[src/rtl/kcg_pkg.sv]
package kcg_pkg;

    // unlock progress
    typedef enum logic [1:0] {
        SEQ_IDLE  = 2'd0,
        SEQ_ARMED = 2'd1,
        SEQ_PEND  = 2'd2
    } seq_e;

    // width of the live part of the guarded register
    localparam int CFG_W = 3;

    // stored setting: bit 2 external enable, bits 1:0 oscillator code
    typedef struct packed {
        logic       ext_en;
        logic [1:0] osc;
    } cfg_t;

    localparam logic [1:0] OSC_XTAL = 2'b10;

endpackage

[src/rtl/kcg_decode.sv]
module kcg_decode #(
    parameter int               ADDR_W     = 8,
    parameter int               DATA_W     = 8,
    parameter logic [ADDR_W-1:0] KEY_A_ADDR = 8'h20,
    parameter logic [ADDR_W-1:0] CFG_ADDR   = 8'h24,
    parameter logic [ADDR_W-1:0] KEY_B_ADDR = 8'h28,
    parameter logic [DATA_W-1:0] KEY_A_VAL  = 8'hAA,
    parameter logic [DATA_W-1:0] KEY_B_VAL  = 8'h55
) (
    input  logic [ADDR_W-1:0] addr,
    input  logic [DATA_W-1:0] wdata,
    output logic              sel_key_a,
    output logic              sel_cfg,
    output logic              sel_key_b,
    output logic              key_a_ok,
    output logic              key_b_ok
);

    always_comb begin
        sel_key_a = (addr == KEY_A_ADDR);
        sel_cfg   = (addr == CFG_ADDR);
        sel_key_b = (addr == KEY_B_ADDR);
        key_a_ok  = (wdata == KEY_A_VAL);
        key_b_ok  = (wdata == KEY_B_VAL);
    end

endmodule

[src/rtl/kcg_seq.sv]
module kcg_seq
    import kcg_pkg::*;
(
    input  logic clk,
    input  logic rst_n,
    input  logic wr_en,
    input  logic sel_key_a,
    input  logic sel_cfg,
    input  logic sel_key_b,
    input  logic key_a_ok,
    input  logic key_b_ok,
    output logic stage_en,
    output logic commit_en,
    output logic drop_en,
    output logic err_o
);

    typedef struct packed {
        seq_e state;
        logic err;
    } seq_st_t;

    seq_st_t st_d, st_q;

    always_comb begin
        st_d      = st_q;
        st_d.err  = 1'b0;
        stage_en  = 1'b0;
        commit_en = 1'b0;
        if (wr_en) begin
            unique case (st_q.state)
                SEQ_IDLE: begin
                    if (sel_key_a) begin
                        if (key_a_ok) st_d.state = SEQ_ARMED;
                        else          st_d.err   = 1'b1;
                    end else if (sel_cfg || sel_key_b) begin
                        st_d.err = 1'b1;
                    end
                end
                SEQ_ARMED: begin
                    if (sel_cfg) begin
                        stage_en   = 1'b1;
                        st_d.state = SEQ_PEND;
                    end else begin
                        st_d.err   = 1'b1;
                        st_d.state = SEQ_IDLE;
                    end
                end
                SEQ_PEND: begin
                    if (sel_key_b && key_b_ok) commit_en = 1'b1;
                    else                       st_d.err  = 1'b1;
                    st_d.state = SEQ_IDLE;
                end
                default: st_d.state = SEQ_IDLE;
            endcase
        end
        drop_en = st_d.err;
    end

    always_ff @(posedge clk) begin
        if (!rst_n) st_q <= '{state: SEQ_IDLE, err: 1'b0};
        else        st_q <= st_d;
    end

    assign err_o = st_q.err;

    // guarded write without a preceding opening key is flagged
    p_unkeyed_cfg_flags_r2: assert property (@(posedge clk) disable iff (!rst_n)
        (wr_en && sel_cfg && st_q.state != SEQ_ARMED) |=> err_o);

    // an error pulse only follows a bus write
    p_err_follows_write_r5: assert property (@(posedge clk) disable iff (!rst_n)
        err_o |-> $past(wr_en));

endmodule

[src/rtl/kcg_store.sv]
module kcg_store
    import kcg_pkg::*;
#(
    parameter int DATA_W = 8
) (
    input  logic              clk,
    input  logic              rst_n,
    input  logic              stage_en,
    input  logic              commit_en,
    input  logic              drop_en,
    input  logic [CFG_W-1:0]  wcfg,
    input  logic              rd_en,
    input  logic              rd_cfg,
    output cfg_t              live_o,
    output logic              xtal_o,
    output logic [DATA_W-1:0] rdata
);

    localparam int PAD_W = DATA_W - CFG_W;

    typedef struct packed {
        cfg_t pend;
        logic pend_vld;
        cfg_t live;
    } store_t;

    store_t s_d, s_q;

    always_comb begin
        s_d = s_q;
        if (stage_en) begin
            s_d.pend     = cfg_t'(wcfg);
            s_d.pend_vld = 1'b1;
        end else if (commit_en) begin
            s_d.live     = s_q.pend;
            s_d.pend     = '0;
            s_d.pend_vld = 1'b0;
        end else if (drop_en) begin
            s_d.pend     = '0;
            s_d.pend_vld = 1'b0;
        end
    end

    always_ff @(posedge clk) begin
        if (!rst_n) s_q <= '0;
        else        s_q <= s_d;
    end

    assign live_o = s_q.live;
    assign xtal_o = (s_q.live.osc == OSC_XTAL);
    assign rdata  = (rd_en && rd_cfg) ? {{PAD_W{1'b0}}, s_q.live} : '0;

    // a commit always has a staged value behind it
    p_commit_needs_pend_r3: assert property (@(posedge clk) disable iff (!rst_n)
        commit_en |-> s_q.pend_vld);

endmodule

[src/rtl/keyed_clk_cfg.sv]
module keyed_clk_cfg
    import kcg_pkg::*;
#(
    parameter int                ADDR_W     = 8,
    parameter int                DATA_W     = 8,
    parameter logic [ADDR_W-1:0] KEY_A_ADDR = 8'h20,
    parameter logic [ADDR_W-1:0] CFG_ADDR   = 8'h24,
    parameter logic [ADDR_W-1:0] KEY_B_ADDR = 8'h28,
    parameter logic [DATA_W-1:0] KEY_A_VAL  = 8'hAA,
    parameter logic [DATA_W-1:0] KEY_B_VAL  = 8'h55
) (
    input  logic              clk,
    input  logic              rst_n,
    input  logic              wr_en,
    input  logic              rd_en,
    input  logic [ADDR_W-1:0] addr,
    input  logic [DATA_W-1:0] wdata,
    output logic [DATA_W-1:0] rdata,
    output logic [1:0]        osc_sel,
    output logic              ext_clk_en,
    output logic              xtal_sel,
    output logic              seq_err
);

    logic sel_key_a, sel_cfg, sel_key_b, key_a_ok, key_b_ok;
    logic stage_en, commit_en, drop_en;
    cfg_t live;

    kcg_decode #(
        .ADDR_W(ADDR_W), .DATA_W(DATA_W),
        .KEY_A_ADDR(KEY_A_ADDR), .CFG_ADDR(CFG_ADDR), .KEY_B_ADDR(KEY_B_ADDR),
        .KEY_A_VAL(KEY_A_VAL), .KEY_B_VAL(KEY_B_VAL)
    ) u_dec (
        .addr(addr), .wdata(wdata),
        .sel_key_a(sel_key_a), .sel_cfg(sel_cfg), .sel_key_b(sel_key_b),
        .key_a_ok(key_a_ok), .key_b_ok(key_b_ok)
    );

    kcg_seq u_seq (
        .clk(clk), .rst_n(rst_n), .wr_en(wr_en),
        .sel_key_a(sel_key_a), .sel_cfg(sel_cfg), .sel_key_b(sel_key_b),
        .key_a_ok(key_a_ok), .key_b_ok(key_b_ok),
        .stage_en(stage_en), .commit_en(commit_en), .drop_en(drop_en),
        .err_o(seq_err)
    );

    kcg_store #(.DATA_W(DATA_W)) u_store (
        .clk(clk), .rst_n(rst_n),
        .stage_en(stage_en), .commit_en(commit_en), .drop_en(drop_en),
        .wcfg(wdata[CFG_W-1:0]),
        .rd_en(rd_en), .rd_cfg(sel_cfg),
        .live_o(live), .xtal_o(xtal_sel), .rdata(rdata)
    );

    assign osc_sel    = live.osc;
    assign ext_clk_en = live.ext_en;

    // outputs move only after a correct closing key write
    p_commit_only_on_key_b_r3: assert property (@(posedge clk) disable iff (!rst_n)
        !(wr_en && addr == KEY_B_ADDR && wdata == KEY_B_VAL) |=> $stable({ext_clk_en, osc_sel}));

    // an aborting write never alters the setting
    p_abort_keeps_cfg_r4: assert property (@(posedge clk) disable iff (!rst_n)
        seq_err |-> $stable({ext_clk_en, osc_sel}));

    // reserved bits never read as one
    p_reserved_zero_r6: assert property (@(posedge clk) disable iff (!rst_n)
        rdata[DATA_W-1:CFG_W] == '0);

    // readback agrees with the driven outputs
    p_readback_matches_r9: assert property (@(posedge clk) disable iff (!rst_n)
        (rd_en && addr == CFG_ADDR) |-> rdata[CFG_W-1:0] == {ext_clk_en, osc_sel});

    // key addresses read as zero
    p_key_read_zero_r9: assert property (@(posedge clk) disable iff (!rst_n)
        (addr == KEY_A_ADDR || addr == KEY_B_ADDR) |-> rdata == '0);

    // crystal flag implies the crystal code
    p_xtal_code_r8: assert property (@(posedge clk) disable iff (!rst_n)
        xtal_sel |-> osc_sel == 2'b10);

endmodule

[config.mk]
export PLATFORM = sky130hd
export DESIGN_NAME = keyed_clk_cfg
export DESIGN_NICKNAME = d
export VERILOG_FILES = /design/src/rtl/kcg_pkg.sv /design/src/rtl/kcg_decode.sv /design/src/rtl/kcg_seq.sv /design/src/rtl/kcg_store.sv /design/src/rtl/keyed_clk_cfg.sv
export SDC_FILE = /design/constraint.sdc
export NUM_CORES = 1
export LEC_CHECK = 0
export ABC_AREA = 1
export CORE_MARGIN = 2
export CORE_UTILIZATION = 41
export CTS_CLUSTER_DIAMETER = 150
export DETAILED_ROUTE_END_ITERATION = 6
export HOLD_SLACK_MARGIN = 0.1
export PLACE_DENSITY = 0.83
export SETUP_SLACK_MARGIN = 0.1
export SLEW_MARGIN = 20
export SYNTH_ARGS = -nofsm -noshare
export SYNTH_HDL_FRONTEND = slang
export SYNTH_SLANG_ARGS = --single-unit
[constraint.sdc]
create_clock -name clk -period 1.9 [get_ports clk]
set_input_delay 0.285 -clock clk [delete_from_list [all_inputs] [get_ports clk]]
set_output_delay 0.285 -clock clk [all_outputs]
set_load 0.005 [all_outputs]
==> impl_metrics.toml <==
[finish]
utilization = 0.653
antenna_cells = 0
fill_cells = 150
design_area_um2 = 972
multiInputGateArea_um2 = 367
synthToLayoutAreaGrowth_pct = 52.4
ff_latch_area_um2 = 180
drive_above_1_share = 0.181
nNetsFinal = 159

[logic_synthesis]
ys_seq_area_frac = 0.282
synth_top_area_share = 0.282
synth_area_um2 = 638
ys_warn_count = 0
synth.largest_area_cell = "dfxtp_1"
syn_area_per_cell_um2 = 6.20
synth_seq_cells = 9
synthTopCellsByArea = "dfxtp_1 28%, nand2_1 15%, nor2_1 10%"
synth_cells = 103
synthDistinctLibCells = 19

[outcome]
status = "completed"

[clock_tree]
hold_buffers = 0
cts_tree = "yes"
clock_latency_ps = 260
clk_pin_slew_ps = 60
cts_buffer_depth = 2
htreeDepth = 1
cts_sinks = 9
cts_root_buf = "clkbuf_4"
cts_inserted_buffers = 3

[placed_design]
gp_congestion = 0.715
numPortBuffers = 27
place_area_um2 = 928
dpl.hpwl_um = 1190

[power]
sequentialPowerShare = 0.461
power.leakage_nw = 0.483
intPower_mw = 0.314
switchingPower_mw = 0.0956
clkPwrFrac = 0.353
design_power_total_mw = 0.409
vdd_drop_max_mv = 0.320
p_comb_frac = 0.186
swShare = 0.234
p_per_area_mw_per_mm2 = 421

[global_routing]
grt_pass1_wl_um = 2440
antenna_found_initial = 0
grt_pass1_vias = 644
track_usage = 0.171
grt_max_degree = 10
grt_remaining_overflow = 0

[detailed_routing]
dr.pass1.iters = 4
drtAntennaViolNets = 0
drcViolationCount = 0
routed_wl_um = 1430
via_per_inst = 4.64
first_iter_violations = 9
post_drt_wl_per_cell_um = 9.29
num_vias = 714

[timing]
hold_slack_ps = 485
rsz0062_at_grt = "true"
finalMaxSlewViolations = 0
setup_tns_ps = 0
setup_violations = 0
hold_viol_final = 0
min_period_over_period = 0.889
fin_crit_ps = 1690
max_freq_ghz = 0.592
fin_skew_ps = 0.143

[critical_path]
worstPathRequired_ps = 1620
worstSetupPathType = "input port to primary output"
crit_arrival_ps = 1400
worst-path-max-fanout = 2
cp-start-kind = "input port"
end_kind = "primary output"

[floorplan]
die_y_um = 43.5
die_w_um = 43.5
row_count = 14
initial_core_util = 0.429
coreArea_mm2 = 0.00149
dieArea_mm2 = 0.00189
io_pins = 33

[flow_run]
cap_violations = 0

[worst_hold_path]
min_path_type = "register to register"
## flip-flops by register name, indices dropped and copies added (netlist names)
signal          count
u_store.live_o      3
u_store.s_q         3
u_seq.err_o         1
u_seq.st_q          2
## worst max-delay path, stage by stage
cell,delay [ps]
clkdlybuf4s50_1,410
nor2_1,120
nand2_2,90
nor2_4,120
nand2_2,60
buf_4,130
nor2_1,70
buf_2,110
## per-layer routing
layer	GRT usage	share of wire	vias up
met4	0.0545	0	0
li1	-	-	378
met3	0.0375	0.060	0
met1	0.197	0.39	310
met5	0	0	-
met2	0.310	0.55	26
## logic make-up after synthesis
| logic type | synth area share |
|---|---|
| compound gates | 0.116 |
| other cells | 0.00588 |
| simple gates | 0.414 |
| buf+inv | 0.182 |
| flops | 0.282 |
## cell type report
type / count / share of cell area
Multi-Input combinational cell: 74 / 0.377
Timing Repair Buffer: 34 / 0.324
Sequential cell: 9 / 0.185
Inverter: 17 / 0.0656
Clock buffer: 4 / 0.0270
Tap cell: 16 / 0.0206
## synth_stat cells
| library cell | count |
|---|---|
| conb_1 | 1 |
| nor3_1 | 2 |
| clkinv_1 | 1 |
| inv_1 | 16 |
| o21ai_0 | 1 |
| nand3_1 | 5 |
| nand3_2 | 1 |
| a21oi_2 | 1 |
| nand2_1 | 25 |
| dfxtp_1 | 9 |
| a211oi_1 | 4 |
| nand2_2 | 2 |
| buf_4 | 7 |
| o211a_1 | 1 |
| nand4_2 | 1 |
| nor2_2 | 4 |
| nor2_1 | 17 |
| a21oi_1 | 4 |
| nor2_4 | 1 |
## placed cells by master, fill, tap and decap left out, types with 3 or more instances in the layout
cell type,count
nand2_1,24
inv_1,15
a211oi_1,4
clkbuf_4,3
dlygate4sd2_1,4
buf_4,7
dfxtp_1,9
nor2_2,4
a21oi_1,4
clkdlybuf4s50_1,18
nand3_1,5
conb_1,5
dlymetal6s2s_1,3
nor2_1,16
nand2_2,3
## power by group through the flow
stage	clock network [mW]	logic [mW]	registers, mW
floorplan	0	0.0288	0.193
global placement	0	0.0749	0.193
detailed placement	0	0.0771	0.193
CTS	0.148	0.0754	0.189
global route	0.160	0.0845	0.189
finish	0.144	0.0762	0.189
## what timing repair did
action,in CTS,in global routing
pin swaps,2,4
setup buffers,1,1
gates resized for setup,11,8
setup endpoints to repair,3,1
## through the flow
step	setup WS, ps	instances
after floorplan	765	107
after global placement	-115	148
after detailed placement	-182	148
after CTS	114	153
after global routing	92.3	154
final	210	154
## path summary, 6_finish.rpt
kind                                    start                     endpoint  slack [ps]  cells after the start
setup / recovery                      addr[7]                     rdata[1]         210                      8
hold / removal    u_store.s_q[5]$_SDFFE_PN0P_  u_store.s_q[5]$_SDFFE_PN0P_         490                      2
setup reg to reg   u_seq.st_q[2]$_SDFFE_PN0P_  u_store.s_q[4]$_SDFFE_PN0P_         660                      7
hold reg to reg   u_store.s_q[5]$_SDFFE_PN0P_  u_store.s_q[5]$_SDFFE_PN0P_         490                      2
Power figures use the tool's default switching activity.
